### config.mk
export PLATFORM = sky130hd
export DESIGN_NAME = dma_irq_agg
export DESIGN_NICKNAME = d
export VERILOG_FILES = /design/src/rtl/dma_irq_pkg.sv /design/src/rtl/irq_status_bank.sv /design/src/rtl/irq_read_mux.sv /design/src/rtl/dma_irq_agg.sv
export SDC_FILE = /design/constraint.sdc
export NUM_CORES = 1
export LEC_CHECK = 0
export CORE_ASPECT_RATIO = 0.7
export CORE_UTILIZATION = 48
export DETAILED_ROUTE_END_ITERATION = 10
export GPL_ROUTABILITY_DRIVEN = 0
export PLACE_DENSITY = 0.85
export SLEW_MARGIN = 40
export SYNTH_ARGS = -nofsm -noshare
export SYNTH_HDL_FRONTEND = slang
export SYNTH_HIERARCHICAL = 1
export SYNTH_SLANG_ARGS = --single-unit
### constraint.sdc
create_clock -name clk_i -period 2.55 [get_ports clk_i]
set_input_delay 0.51 -clock clk_i [delete_from_list [all_inputs] [get_ports clk_i]]
set_output_delay 0.51 -clock clk_i [all_outputs]
set_load 0.01 [all_outputs]
### src/rtl/dma_irq_pkg.sv
package dma_irq_pkg;

    localparam int ADDR_W    = 3;
    localparam int NUM_CLASS = 2;

    // class indices for the status banks
    localparam int CLS_ERR = 0;
    localparam int CLS_TC  = 1;

    // register map
    localparam logic [ADDR_W-1:0] ADDR_SUMMARY = 3'd0;
    localparam logic [ADDR_W-1:0] ADDR_TC_MSK  = 3'd1;
    localparam logic [ADDR_W-1:0] ADDR_TC_RAW  = 3'd2;
    localparam logic [ADDR_W-1:0] ADDR_ERR_MSK = 3'd3;
    localparam logic [ADDR_W-1:0] ADDR_ERR_RAW = 3'd4;
    localparam logic [ADDR_W-1:0] ADDR_TC_CLR  = 3'd5;
    localparam logic [ADDR_W-1:0] ADDR_ERR_CLR = 3'd6;

    function automatic logic [ADDR_W-1:0] clear_addr(input int cls);
        return (cls == CLS_ERR) ? ADDR_ERR_CLR : ADDR_TC_CLR;
    endfunction

endpackage

### src/rtl/irq_status_bank.sv
module irq_status_bank #(
    parameter int NUM_CH = 8
) (
    input  logic              clk_i,
    input  logic              rst_ni,
    input  logic [NUM_CH-1:0] event_i,
    input  logic [NUM_CH-1:0] clear_i,
    input  logic [NUM_CH-1:0] enable_i,
    output logic [NUM_CH-1:0] raw_o,
    output logic [NUM_CH-1:0] masked_o,
    output logic [NUM_CH-1:0] masked_next_o,
    output logic              irq_o
);

    typedef struct packed {
        logic [NUM_CH-1:0] raw;
        logic              irq;
    } bank_state_t;

    bank_state_t       state_d, state_q;
    logic [NUM_CH-1:0] raw_next;

    // per channel: clear first, then a same-cycle event sets the bit again
    for (genvar ch = 0; ch < NUM_CH; ch++) begin : g_bit
        always_comb begin
            raw_next[ch] = event_i[ch] | (state_q.raw[ch] & ~clear_i[ch]);
        end
    end

    always_comb begin
        state_d       = state_q;
        state_d.raw   = raw_next;
        masked_next_o = raw_next & enable_i;
        state_d.irq   = |masked_next_o;
    end

    always_ff @(posedge clk_i or negedge rst_ni) begin
        if (!rst_ni) begin
            state_q <= '0;
        end else begin
            state_q <= state_d;
        end
    end

    assign raw_o    = state_q.raw;
    assign masked_o = state_q.raw & enable_i;
    assign irq_o    = state_q.irq;


    event_wins_chk: assert property (@(posedge clk_i) disable iff (!rst_ni)
        (event_i != '0) |=> ((raw_o & $past(event_i)) == $past(event_i)));


    clear_applies_chk: assert property (@(posedge clk_i) disable iff (!rst_ni)
        ((clear_i & ~event_i) != '0) |=> ((raw_o & $past(clear_i & ~event_i)) == '0));


    status_hold_chk: assert property (@(posedge clk_i) disable iff (!rst_ni)
        (event_i == '0 && clear_i == '0) |=> $stable(raw_o));


    irq_quiet_chk: assert property (@(posedge clk_i) disable iff (!rst_ni)
        (raw_o == '0) |-> !irq_o);

endmodule

### src/rtl/irq_read_mux.sv
module irq_read_mux
    import dma_irq_pkg::*;
#(
    parameter int NUM_CH = 8
) (
    input  logic [ADDR_W-1:0] addr_i,
    input  logic [NUM_CH-1:0] err_raw_i,
    input  logic [NUM_CH-1:0] err_msk_i,
    input  logic [NUM_CH-1:0] tc_raw_i,
    input  logic [NUM_CH-1:0] tc_msk_i,
    output logic [NUM_CH-1:0] data_o
);

    always_comb begin
        data_o = '0;
        case (addr_i)
            ADDR_SUMMARY: data_o = err_msk_i | tc_msk_i;
            ADDR_TC_MSK:  data_o = tc_msk_i;
            ADDR_TC_RAW:  data_o = tc_raw_i;
            ADDR_ERR_MSK: data_o = err_msk_i;
            ADDR_ERR_RAW: data_o = err_raw_i;
            default:      data_o = '0;
        endcase
    end

endmodule

### src/rtl/dma_irq_agg.sv
module dma_irq_agg
    import dma_irq_pkg::*;
#(
    parameter int NUM_CH = 8
) (
    input  logic              clk_i,
    input  logic              rst_ni,
    input  logic [NUM_CH-1:0] err_event_i,
    input  logic [NUM_CH-1:0] tc_event_i,
    input  logic [NUM_CH-1:0] err_enable_i,
    input  logic [NUM_CH-1:0] tc_enable_i,
    input  logic              wr_en_i,
    input  logic [ADDR_W-1:0] wr_addr_i,
    input  logic [NUM_CH-1:0] wr_data_i,
    input  logic [ADDR_W-1:0] rd_addr_i,
    output logic [NUM_CH-1:0] rd_data_o,
    output logic              irq_err_o,
    output logic              irq_tc_o,
    output logic              irq_any_o
);

    typedef struct packed {
        logic [NUM_CH-1:0] rd_data;
        logic              irq_any;
    } top_state_t;

    logic [NUM_CH-1:0] ev_a     [NUM_CLASS];
    logic [NUM_CH-1:0] en_a     [NUM_CLASS];
    logic [NUM_CH-1:0] clr_a    [NUM_CLASS];
    logic [NUM_CH-1:0] raw_a    [NUM_CLASS];
    logic [NUM_CH-1:0] msk_a    [NUM_CLASS];
    logic [NUM_CH-1:0] mnext_a  [NUM_CLASS];
    logic              irq_a    [NUM_CLASS];
    logic [NUM_CH-1:0] rd_mux;
    top_state_t        state_d, state_q;

    assign ev_a[CLS_ERR] = err_event_i;
    assign ev_a[CLS_TC]  = tc_event_i;
    assign en_a[CLS_ERR] = err_enable_i;
    assign en_a[CLS_TC]  = tc_enable_i;

    for (genvar cls = 0; cls < NUM_CLASS; cls++) begin : g_class
        always_comb begin
            clr_a[cls] = (wr_en_i && wr_addr_i == clear_addr(cls)) ? wr_data_i : '0;
        end

        irq_status_bank #(
            .NUM_CH (NUM_CH)
        ) i_bank (
            .clk_i         (clk_i),
            .rst_ni        (rst_ni),
            .event_i       (ev_a[cls]),
            .clear_i       (clr_a[cls]),
            .enable_i      (en_a[cls]),
            .raw_o         (raw_a[cls]),
            .masked_o      (msk_a[cls]),
            .masked_next_o (mnext_a[cls]),
            .irq_o         (irq_a[cls])
        );
    end

    irq_read_mux #(
        .NUM_CH (NUM_CH)
    ) i_read_mux (
        .addr_i    (rd_addr_i),
        .err_raw_i (raw_a[CLS_ERR]),
        .err_msk_i (msk_a[CLS_ERR]),
        .tc_raw_i  (raw_a[CLS_TC]),
        .tc_msk_i  (msk_a[CLS_TC]),
        .data_o    (rd_mux)
    );

    always_comb begin
        state_d         = state_q;
        state_d.rd_data = rd_mux;
        state_d.irq_any = (|mnext_a[CLS_ERR]) | (|mnext_a[CLS_TC]);
    end

    always_ff @(posedge clk_i or negedge rst_ni) begin
        if (!rst_ni) begin
            state_q <= '0;
        end else begin
            state_q <= state_d;
        end
    end

    assign rd_data_o = state_q.rd_data;
    assign irq_err_o = irq_a[CLS_ERR];
    assign irq_tc_o  = irq_a[CLS_TC];
    assign irq_any_o = state_q.irq_any;


    any_is_or_chk: assert property (@(posedge clk_i) disable iff (!rst_ni)
        irq_any_o == (irq_err_o || irq_tc_o));


    clr_reads_zero_chk: assert property (@(posedge clk_i) disable iff (!rst_ni)
        (rd_addr_i == ADDR_TC_CLR || rd_addr_i == ADDR_ERR_CLR || rd_addr_i == 3'd7)
        |=> (rd_data_o == '0));


    err_clear_spares_tc_chk: assert property (@(posedge clk_i) disable iff (!rst_ni)
        (wr_en_i && wr_addr_i == ADDR_ERR_CLR && tc_event_i == '0) |=> $stable(raw_a[CLS_TC]));

endmodule

==> flow_metrics.tcl, run 1 <==
set metrics [dict create \
    status "finished, final reports clean" \
    r2r-end "irq_any_o$_DFF_PN0_" \
    clk_pin_slew_ns 0.10 \
    worstMarginPinSlew_ns 0.390 \
    synth_area_mm2 0.00167 \
    die_x_um 72.5 \
    grt_max_degree 28 \
    final_hold_viol_count 0 \
    period_share_pct 79.5 \
    core_mm2 0.00323 \
    dr.pass1.iters 7 \
    dieArea_mm2 0.00373 \
    area_growth_pct 40.0 \
    cts.sinks 27 \
    cts-resized-gates 0 \
    n_antenna_cell 0 \
    row_count 17 \
    htree_num_levels 1 \
    syn_nets 202 \
    final_core_util_pct 72.4 \
    final_common_cell "clkdlybuf4s50_1" \
    ys_ff_latch 27 \
    hp-class "in2async" \
    ctsHoldBuffers 0 \
    crit_path_cell_trace "clkdlybuf4s50_1 -> and4b_2 -> and2_2 -> nor2b_4 -> o21a_4 -> nor4_1 -> nand4_1" \
    finalMaxSlewViolations 0 \
    hold_slack_ns 0.610 \
    viasPerCell 5.46 \
    synth_area_per_cell_um2 10.9 \
    nets 263 \
    synth_top_area_share_pct 40.4 \
    overflow 0 \
    die_h_um 51.4 \
    reg2reg_from "g_class[1].i_bank/raw_o[5]$_DFF_PN0_" \
    drive_above_1_share_pct 24.9 \
    leakagePower_nw 0.874 \
    grt_pass1_vias 1480 \
    antenna_found_initial 0 \
    cts_buffers 3 \
    cts_tree "built" \
    fmax_ghz 0.494 \
    grt_setup_unrepaired "false" \
    report.final.setup_viol 0 \
    worstSetupPathType "in2reg" \
    drc_errors 0 \
    crit_slowest_cell "clkdlybuf4s50_1" \
    cp_max_fo 8 \
    grt_pass1_wl_um 7170 \
    cts_root_buf "clkbuf_8" \
    start_kind "input port" \
    drt_wl_total_um 4420 \
    max_stage_delay_ns 0.46 \
    clk_latency_ns 0.27 \
    powerDensity_mw_per_mm2 404 \
    drtIter0Drc 115 \
    finalClockSkew_ns 0.00642 \
    grt_usage_pct 25.8 \
    post_cts_buffers 0 \
    irDropWorstVdd_mv 0.237 \
    io_pins 60 \
    final_area_mm2 0.00234 \
    port_buffers 59 \
    p_total_mw 0.945 \
    place_hpwl_um 3340 \
    ff2ff_path_depth 4 \
    ys_types 22 \
    yosysTopAreaCell "dfrtp_1" \
    reg2reg_slack_ns 1.25 \
    drt-wirelength-per-cell_um 17.0 \
    tns_ns 0 \
    yosys_warnings 6 \
    synth.top_cells.by_area "dfrtp_1 (40%), and2_2 (7.2%), and2_1 (6.0%)" \
    min_period_ns 2.03 \
    crit_path_end_kind "flop" \
    relSlewSlack_pct 74.0 \
    cap_violations 0 \
    clock_path_buffers 2 \
    worst-endpoint-arrival_ns 2.18 \
    dr_total_vias 1420 \
    yosysSeqAreaShare_pct 40.4 \
    layout_common_cells "clkdlybuf4s50_1 (59), dfrtp_1 (27), and2_1 (16), and2_2 (16), or2_2 (16)" \
    start_util_pct 51.7 \
    required_ns 2.70 \
    placed_area_mm2 0.00229 \
    ant_nets 0 \
    synth_cells 153 \
]
==> logic make-up after synthesis <==
group | count (synthesis) | synth area share, %
simple gates | 80 | 35.3
flops | 27 | 40.4
mux | 8 | 4.79
buf+inv | 6 | 2.69
compound gates | 32 | 16.8
==> report_power, final <==
part / internal [mW] / switching (mW)
Combinational: 0.146 / 0.0979
Sequential: 0.446 / 0.00739
Clock: 0.112 / 0.136
Total: 0.704 / 0.241
==> worst max-delay path: cells and delay by family <==
family                 cells  cell delay, ns
buffers and inverters      1            0.46
and+or+nand+nor            5            1.00
AOI/OAI and AO/OA          1            0.19
==> registers in the layout, summed over array words and instances (netlist names) <==
register,cells
rd_data_o,8
irq_any_o,1
g_class.i_bank/raw_o,16
g_class.i_bank/irq_o,2
==> routing by layer <==
layer	GRT usage [%]	part of all wire, %	routed length, µm
met3	4.73	7.7	340
met1	36.5	48	2100
met4	3.59	0	0
met2	42.4	45	1980
met5	0	0	0
==> per-stage QoR <==
| step | instances | setup slack, ns |
|---|---|---|
| after floorplan | 153 | 0.854 |
| after global placement | 256 | 0.302 |
| after detailed placement | 256 | 0.235 |
| after CTS | 260 | 0.535 |
| after global routing | 260 | 0.434 |
| final | 260 | 0.524 |
==> worst max path at each step <==
stage	from	to	slack, ns	cells after the start
2_1_floorplan	wr_addr_i[0]	irq_any_o$_DFF_PN0_	0.85	6
3_3_place_gp	wr_addr_i[2]	irq_any_o$_DFF_PN0_	0.30	7
3_5_place_dp	wr_addr_i[2]	irq_any_o$_DFF_PN0_	0.24	7
4_1_cts	wr_addr_i[2]	irq_any_o$_DFF_PN0_	0.53	7
5_1_grt	wr_addr_i[2]	irq_any_o$_DFF_PN0_	0.43	7
6_report	wr_addr_i[2]	irq_any_o$_DFF_PN0_	0.52	7
==> synthesized netlist by cell type <==
library cell,number
nor2b_1,12
a222oi_1,8
nand4_1,1
and2_1,16
and4b_2,2
nor2b_4,5
buf_6,2
nor4_1,4
mux2i_1,8
inv_1,1
dfrtp_1,27
and2_2,16
and2_4,1
or2_2,16
o21a_1,12
nand2_1,2
clkbuf_1,1
buf_4,2
or2_1,1
o21a_4,4
o22ai_1,8
nor4_2,4
==> final cells by class <==
| type | instances | area (µm²) |
|---|---|---|
| inverter | 1 | 3.75 |
| clock buffer | 4 | 45.0 |
| multi-input combinational | 120 | 951 |
| fill | 246 | 893 |
| timing repair buffer | 61 | 606 |
| tap | 47 | 58.8 |
| sequential | 27 | 676 |
Power figures use the tool's default switching activity.
==> inputs of run 2 (changes only) <==
--- a/config.mk
+++ b/config.mk
@@ -6,10 +6,10 @@
 export NUM_CORES = 1
 export LEC_CHECK = 0
 export CORE_ASPECT_RATIO = 0.7
-export CORE_UTILIZATION = 48
+export CORE_UTILIZATION = 45
 export DETAILED_ROUTE_END_ITERATION = 10
 export GPL_ROUTABILITY_DRIVEN = 0
-export PLACE_DENSITY = 0.85
+export PLACE_DENSITY = 0.8
 export SLEW_MARGIN = 40
 export SYNTH_ARGS = -nofsm -noshare
 export SYNTH_HDL_FRONTEND = slang
==> constraint.sdc (replaced) <==
create_clock -name clk_i -period 1.9 [get_ports clk_i]
set_input_delay 0.38 -clock clk_i [delete_from_list [all_inputs] [get_ports clk_i]]
set_output_delay 0.38 -clock clk_i [all_outputs]
set_load 0.01 [all_outputs]
==> run 2 against run 1 <==
Sequential power increased by 34%. Clock skew decreased by 0.0026 ns. Clock power increased by 33%. Sequential cell count unchanged. Clock-buffer cell count decreased by 1.
==> flow_metrics.tcl, run 2 (synthesis gave the netlist of run 1 again) <==
set metrics [dict create \
    final_common_cell "clkdlybuf4s50_1" \
    ant_nets 0 \
    io_pins 60 \
    cts.sinks 27 \
    report.final.setup_viol 0 \
    cap_violations 0 \
    area_growth_pct 44.2 \
    grt_pass1_vias 1480 \
    wl_met3_um 406 \
    pre_cts_slack_ns -0.320 \
    cp_max_fo 8 \
    final_core_util_pct 68.2 \
    largest_reg_flops 16 \
    drive_above_1_share_pct 28.0 \
    grt_pass1_wl_um 6950 \
    drtIter0Drc 103 \
    grt_setup_unrepaired "false" \
    die_h_um 53.0 \
    clk_latency_ns 0.28 \
    route.met2.wl_um 2030 \
    finalMaxSlewViolations 0 \
    start_kind "input port" \
    period_share_pct 84.9 \
    antenna_found_initial 0 \
    cts_root_buf "clkbuf_8" \
    fillers 290 \
    ff2ff_path_depth 4 \
    wirelength_met1_um 2000 \
    place_hpwl_um 3390 \
    worst-endpoint-arrival_ns 1.76 \
    drc_errors 0 \
    status "finished, final reports clean" \
    grt_max_degree 28 \
    final_hold_viol_count 0 \
    worstMarginPinSlew_ns 0.393 \
    dieArea_mm2 0.00397 \
    die_x_um 74.8 \
    relSlewSlack_pct 73.8 \
    drt_wl_total_um 4490 \
    cts_tree "built" \
    grt_usage_pct 24.6 \
    dr_total_vias 1452 \
    multi_input_comb_area_um2 970 \
    row_count 18 \
    drt-wirelength-per-cell_um 16.7 \
    layout_common_cells "clkdlybuf4s50_1 (55), dfrtp_1 (27), and2_1 (16), or2_2 (16), and2_2 (15)" \
    layout_setup_ws_ns 0.288 \
    hold_slack_ns 0.481 \
    core_mm2 0.00354 \
    port_buffers 59 \
    min_period_ns 1.61 \
    overflow 0 \
    hp-class "in2async" \
    regArea_um2 676 \
    htree_num_levels 1 \
    clk_pin_slew_ns 0.09 \
    start_util_pct 47.3 \
    dr.pass1.iters 8 \
    required_ns 2.05 \
    worstSetupPathType "in2reg" \
    r2r-end "irq_any_o$_DFF_PN0_" \
    nets 268 \
    finalClockSkew_ns 0.00385 \
    clock_path_buffers 2 \
    n_antenna_cell 0 \
    leakagePower_nw 0.936 \
    fmax_ghz 0.620 \
    placed_area_mm2 0.00234 \
    reg2reg_from "g_class[0].i_bank/raw_o[5]$_DFF_PN0_" \
    viasPerCell 5.42 \
    cts_buffers 3 \
    ctsHoldBuffers 0 \
    crit_path_end_kind "flop" \
    dr.max_layer_used "met4" \
    reg2reg_slack_ns 0.59 \
    final_area_mm2 0.00241 \
    irDropWorstVdd_mv 0.455 \
    powerDensity_mw_per_mm2 530 \
]
-- run 2: cell count changes in the layout (fill, tap and decap cells not counted), sizes merged --
cell,before,now
buf,2,7
clkbuf,4,3
clkdlybuf4s50,59,55
clkinv,0,1
dlymetal6s2s,0,4
-- run 2: worst max-delay path: stages --
cell            delay (ns)
dlymetal6s2s_1        0.13
and4b_4               0.39
and2_2                0.18
nor2b_4               0.04
o21a_4                0.19
nor4_1                0.31
nand4_1               0.13
-- run 2: area by class of cell --
class / instances / area share, %
inverter: 1 / 0.156
timing repair buffer: 66 / 27.1
clock inverter: 1 / 0.208
sequential: 27 / 28.0
tap: 50 / 2.59
clock buffer: 3 / 1.71
multi-input combinational: 120 / 40.2
-- run 2: power breakdown --
| group | internal [mW] | total (mW) | switching (mW) |
|---|---|---|---|
| logic | 0.204 | 0.340 | 0.136 |
| registers | 0.598 | 0.608 | 0.00922 |
| clock network | 0.147 | 0.330 | 0.183 |
-- run 2: worst max-delay path by stage --
stage	from	to	slack, ns	cells past startpoint
after detailed placement	wr_addr_i[2]	irq_any_o$_DFF_PN0_	-0.32	7
final	wr_addr_i[0]	irq_any_o$_DFF_PN0_	0.29	7
after global routing	wr_addr_i[0]	irq_any_o$_DFF_PN0_	0.27	7
after floorplan	wr_addr_i[0]	irq_any_o$_DFF_PN0_	0.33	6
after global placement	wr_addr_i[1]	irq_any_o$_DFF_PN0_	-0.24	7
after CTS	wr_addr_i[2]	irq_any_o$_DFF_PN0_	0.01	7
-- run 2: through the flow --
stage	power (mW)	setup TNS [ns]	cells
final	1.28	0	268
after global routing	1.34	0	268
after CTS	1.29	0	268
after detailed placement	0.953	-0.818	264
after global placement	0.946	-0.555	264
after floorplan	0.761	0	153
-- run 2: routing by layer --
layer | up-vias | GRT usage (%)
met5 | - | 0
met4 | 0 | 7.23
met3 | 8 | 5.71
met2 | 75 | 39.5
met1 | 686 | 33.1
li1 | 683 | -
-- run 2: timing repair --
item	4_1_cts	5_1_grt
pin swaps	2	5
gates resized for setup	2	7
setup endpoints to repair	1	3
setup buffers	0	0
==> inputs of run 3 (changes only) <==
==> constraint.sdc (replaced) <==
create_clock -name clk_i -period 1.49 [get_ports clk_i]
set_input_delay 0.298 -clock clk_i [delete_from_list [all_inputs] [get_ports clk_i]]
set_output_delay 0.298 -clock clk_i [all_outputs]
set_load 0.01 [all_outputs]
==> run 3 against run 2 <==
Worst hold slack worse by 0.091 ns. Sequential power up 28%. Core utilization up 1.8 points. Via count up 1.9%. Critical endpoint unchanged. Largest cell class unchanged. Highest routed layer unchanged.
==> flow_metrics.tcl, run 3 (synthesis gave the netlist of run 1 again) <==
set metrics [dict create \
    antenna_found_initial 0 \
    drive_above_1_share_pct 34.1 \
    ant_nets 0 \
    finalMaxSlewViolations 0 \
    finalClockSkew_ns 0.00363 \
    cts.sinks 27 \
    sw_frac_of_total_pct 26.9 \
    min_period_ns 1.45 \
    worst-endpoint-arrival_ns 1.61 \
    layout_setup_ws_ns 0.0401 \
    power_frac_seq_pct 46.4 \
    grt_pass1_wl_um 6910 \
    grt_max_degree 28 \
    clock_path_buffers 2 \
    placed_area_mm2 0.00236 \
    worstMarginPinSlew_ns 0.357 \
    ff2ff_path_depth 4 \
    relSlewSlack_pct 76.2 \
    overflow 0 \
    comb_power_share_pct 27.1 \
    start_kind "input port" \
    place_hpwl_um 3360 \
    dr_total_vias 1479 \
    worstSetupPathType "in2reg" \
    drtIter0Drc 70 \
    clk_pin_slew_ns 0.10 \
    max_stage_delay_ns 0.39 \
    period_share_pct 97.3 \
    port_buffers 59 \
    row_count 18 \
    final_common_cell "clkdlybuf4s50_1" \
    drt_wl_total_um 4630 \
    tns_ns 0 \
    dr.pass1.iters 5 \
    power.share.clock_pct 26.5 \
    n_antenna_cell 0 \
    io_pins 60 \
    crit_slowest_cell "and4b_4" \
    core_mm2 0.00354 \
    grt_usage_pct 23.9 \
    p_switching_mw 0.450 \
    fillers 282 \
    final_hold_viol_count 0 \
    required_ns 1.65 \
    crit_path_cell_trace "buf_2 -> and4b_4 -> and2_4 -> nor2b_2 -> o21a_1 -> nor4_2 -> nand4_1" \
    drc_errors 0 \
    cp_max_fo 8 \
    leakagePower_nw 0.960 \
    crit_path_end_kind "flop" \
    irDropWorstVdd_mv 0.494 \
    die_h_um 53.0 \
    regArea_um2 676 \
    status "finished, final reports clean" \
    drt-wirelength-per-cell_um 17.1 \
    layout_common_cells "clkdlybuf4s50_1 (51), dfrtp_1 (27), or2_2 (16)" \
    area_growth_pct 48.0 \
    dieArea_mm2 0.00397 \
    die_x_um 74.8 \
    viasPerCell 5.48 \
    nets 270 \
    cts_root_buf "clkbuf_8" \
    cts_tree "built" \
    report.final.setup_viol 0 \
    internal-power_mw 1.22 \
    powerDensity_mw_per_mm2 676 \
    fmax_ghz 0.690 \
    hp-class "in2async" \
    multi_input_comb_area_mm2 0.00102 \
    pre_cts_slack_ns -0.634 \
    grt_pass1_vias 1429 \
    final_area_mm2 0.00247 \
    clk_latency_ns 0.28 \
    cap_violations 0 \
    cts_buffers 3 \
    htree_num_levels 1 \
    start_util_pct 47.3 \
    largest_reg_flops 16 \
]
run 3: cell types whose count changed in the layout (fill, tap and decap cells not counted), sizes merged:
cell           change
buf                +4
clkbuf             +2
clkdlybuf4s50      -4
clkinv             -1
clkinvlp           +1
run 3: final timing paths:
check / startpoint / end / slack (ns)
worst max-delay path: wr_addr_i[0] / irq_any_o$_DFF_PN0_ / 0.04
worst min-delay path: rst_ni / rd_data_o[2]$_DFF_PN0_ / 0.39
worst max register to register: g_class[0].i_bank/raw_o[7]$_DFF_PN0_ / irq_any_o$_DFF_PN0_ / 0.21
worst min register to register: g_class[1].i_bank/raw_o[4]$_DFF_PN0_ / rd_data_o[4]$_DFF_PN0_ / 0.62
max in group asynchronous: rst_ni / g_class[0].i_bank/raw_o[5]$_DFF_PN0_ / 0.83
min in group clk_i: g_class[1].i_bank/raw_o[4]$_DFF_PN0_ / rd_data_o[4]$_DFF_PN0_ / 0.62
run 3: area by class of cell:
class                   instances  area share, %
repair buffers                 68           26.7
clock buffers                   3           1.67
well taps                      50           2.53
flip-flops and latches         27           27.3
inverters                       1          0.152
multi-input cells             120           41.3
clock inverters                 1          0.303
run 3: through the flow:
| step | power, mW | utilization [%] | cells | hold slack (ns) |
|---|---|---|---|---|
| floorplan | 0.971 | - | 153 | 0.00241 |
| global placement | 1.21 | 66.8 | 266 | 0.582 |
| detailed placement | 1.22 | 66.8 | 266 | 0.599 |
| CTS | 1.67 | 69.1 | 270 | 0.407 |
| global route | 1.74 | 70.0 | 270 | 0.425 |
| finish | 1.67 | 70.0 | 270 | 0.390 |
run 3: routing by layer:
layer	track usage [%]	routed length, µm
met1	32.2	2110
met5	0	0
met4	5.03	40
met3	4.76	347
met2	39.9	2130
run 3: worst max-delay path, delay by kind of cell:
kind            cells  cell delay (ns)
simple gates        5             0.98
compound gates      1             0.22
buf+inv             1             0.10
run 3: timing repair:
action / in CTS / in global routing
resized for setup: 23 / 14
gates cloned: 0 / 0
hold endpoints to repair: 0 / 0
endpoints found under the setup margin: 3 / 7
pin swaps: 13 / 7
setup buffers: 0 / 0
hold buffers: 0 / 0
run 3: power by group through the flow:
stage	Sequential, mW	Combinational, mW	Clock [mW]
floorplan	0.801	0.170	0
global placement	0.789	0.426	0
detailed placement	0.790	0.434	0
CTS	0.776	0.444	0.448
global route	0.779	0.484	0.473
finish	0.776	0.453	0.443
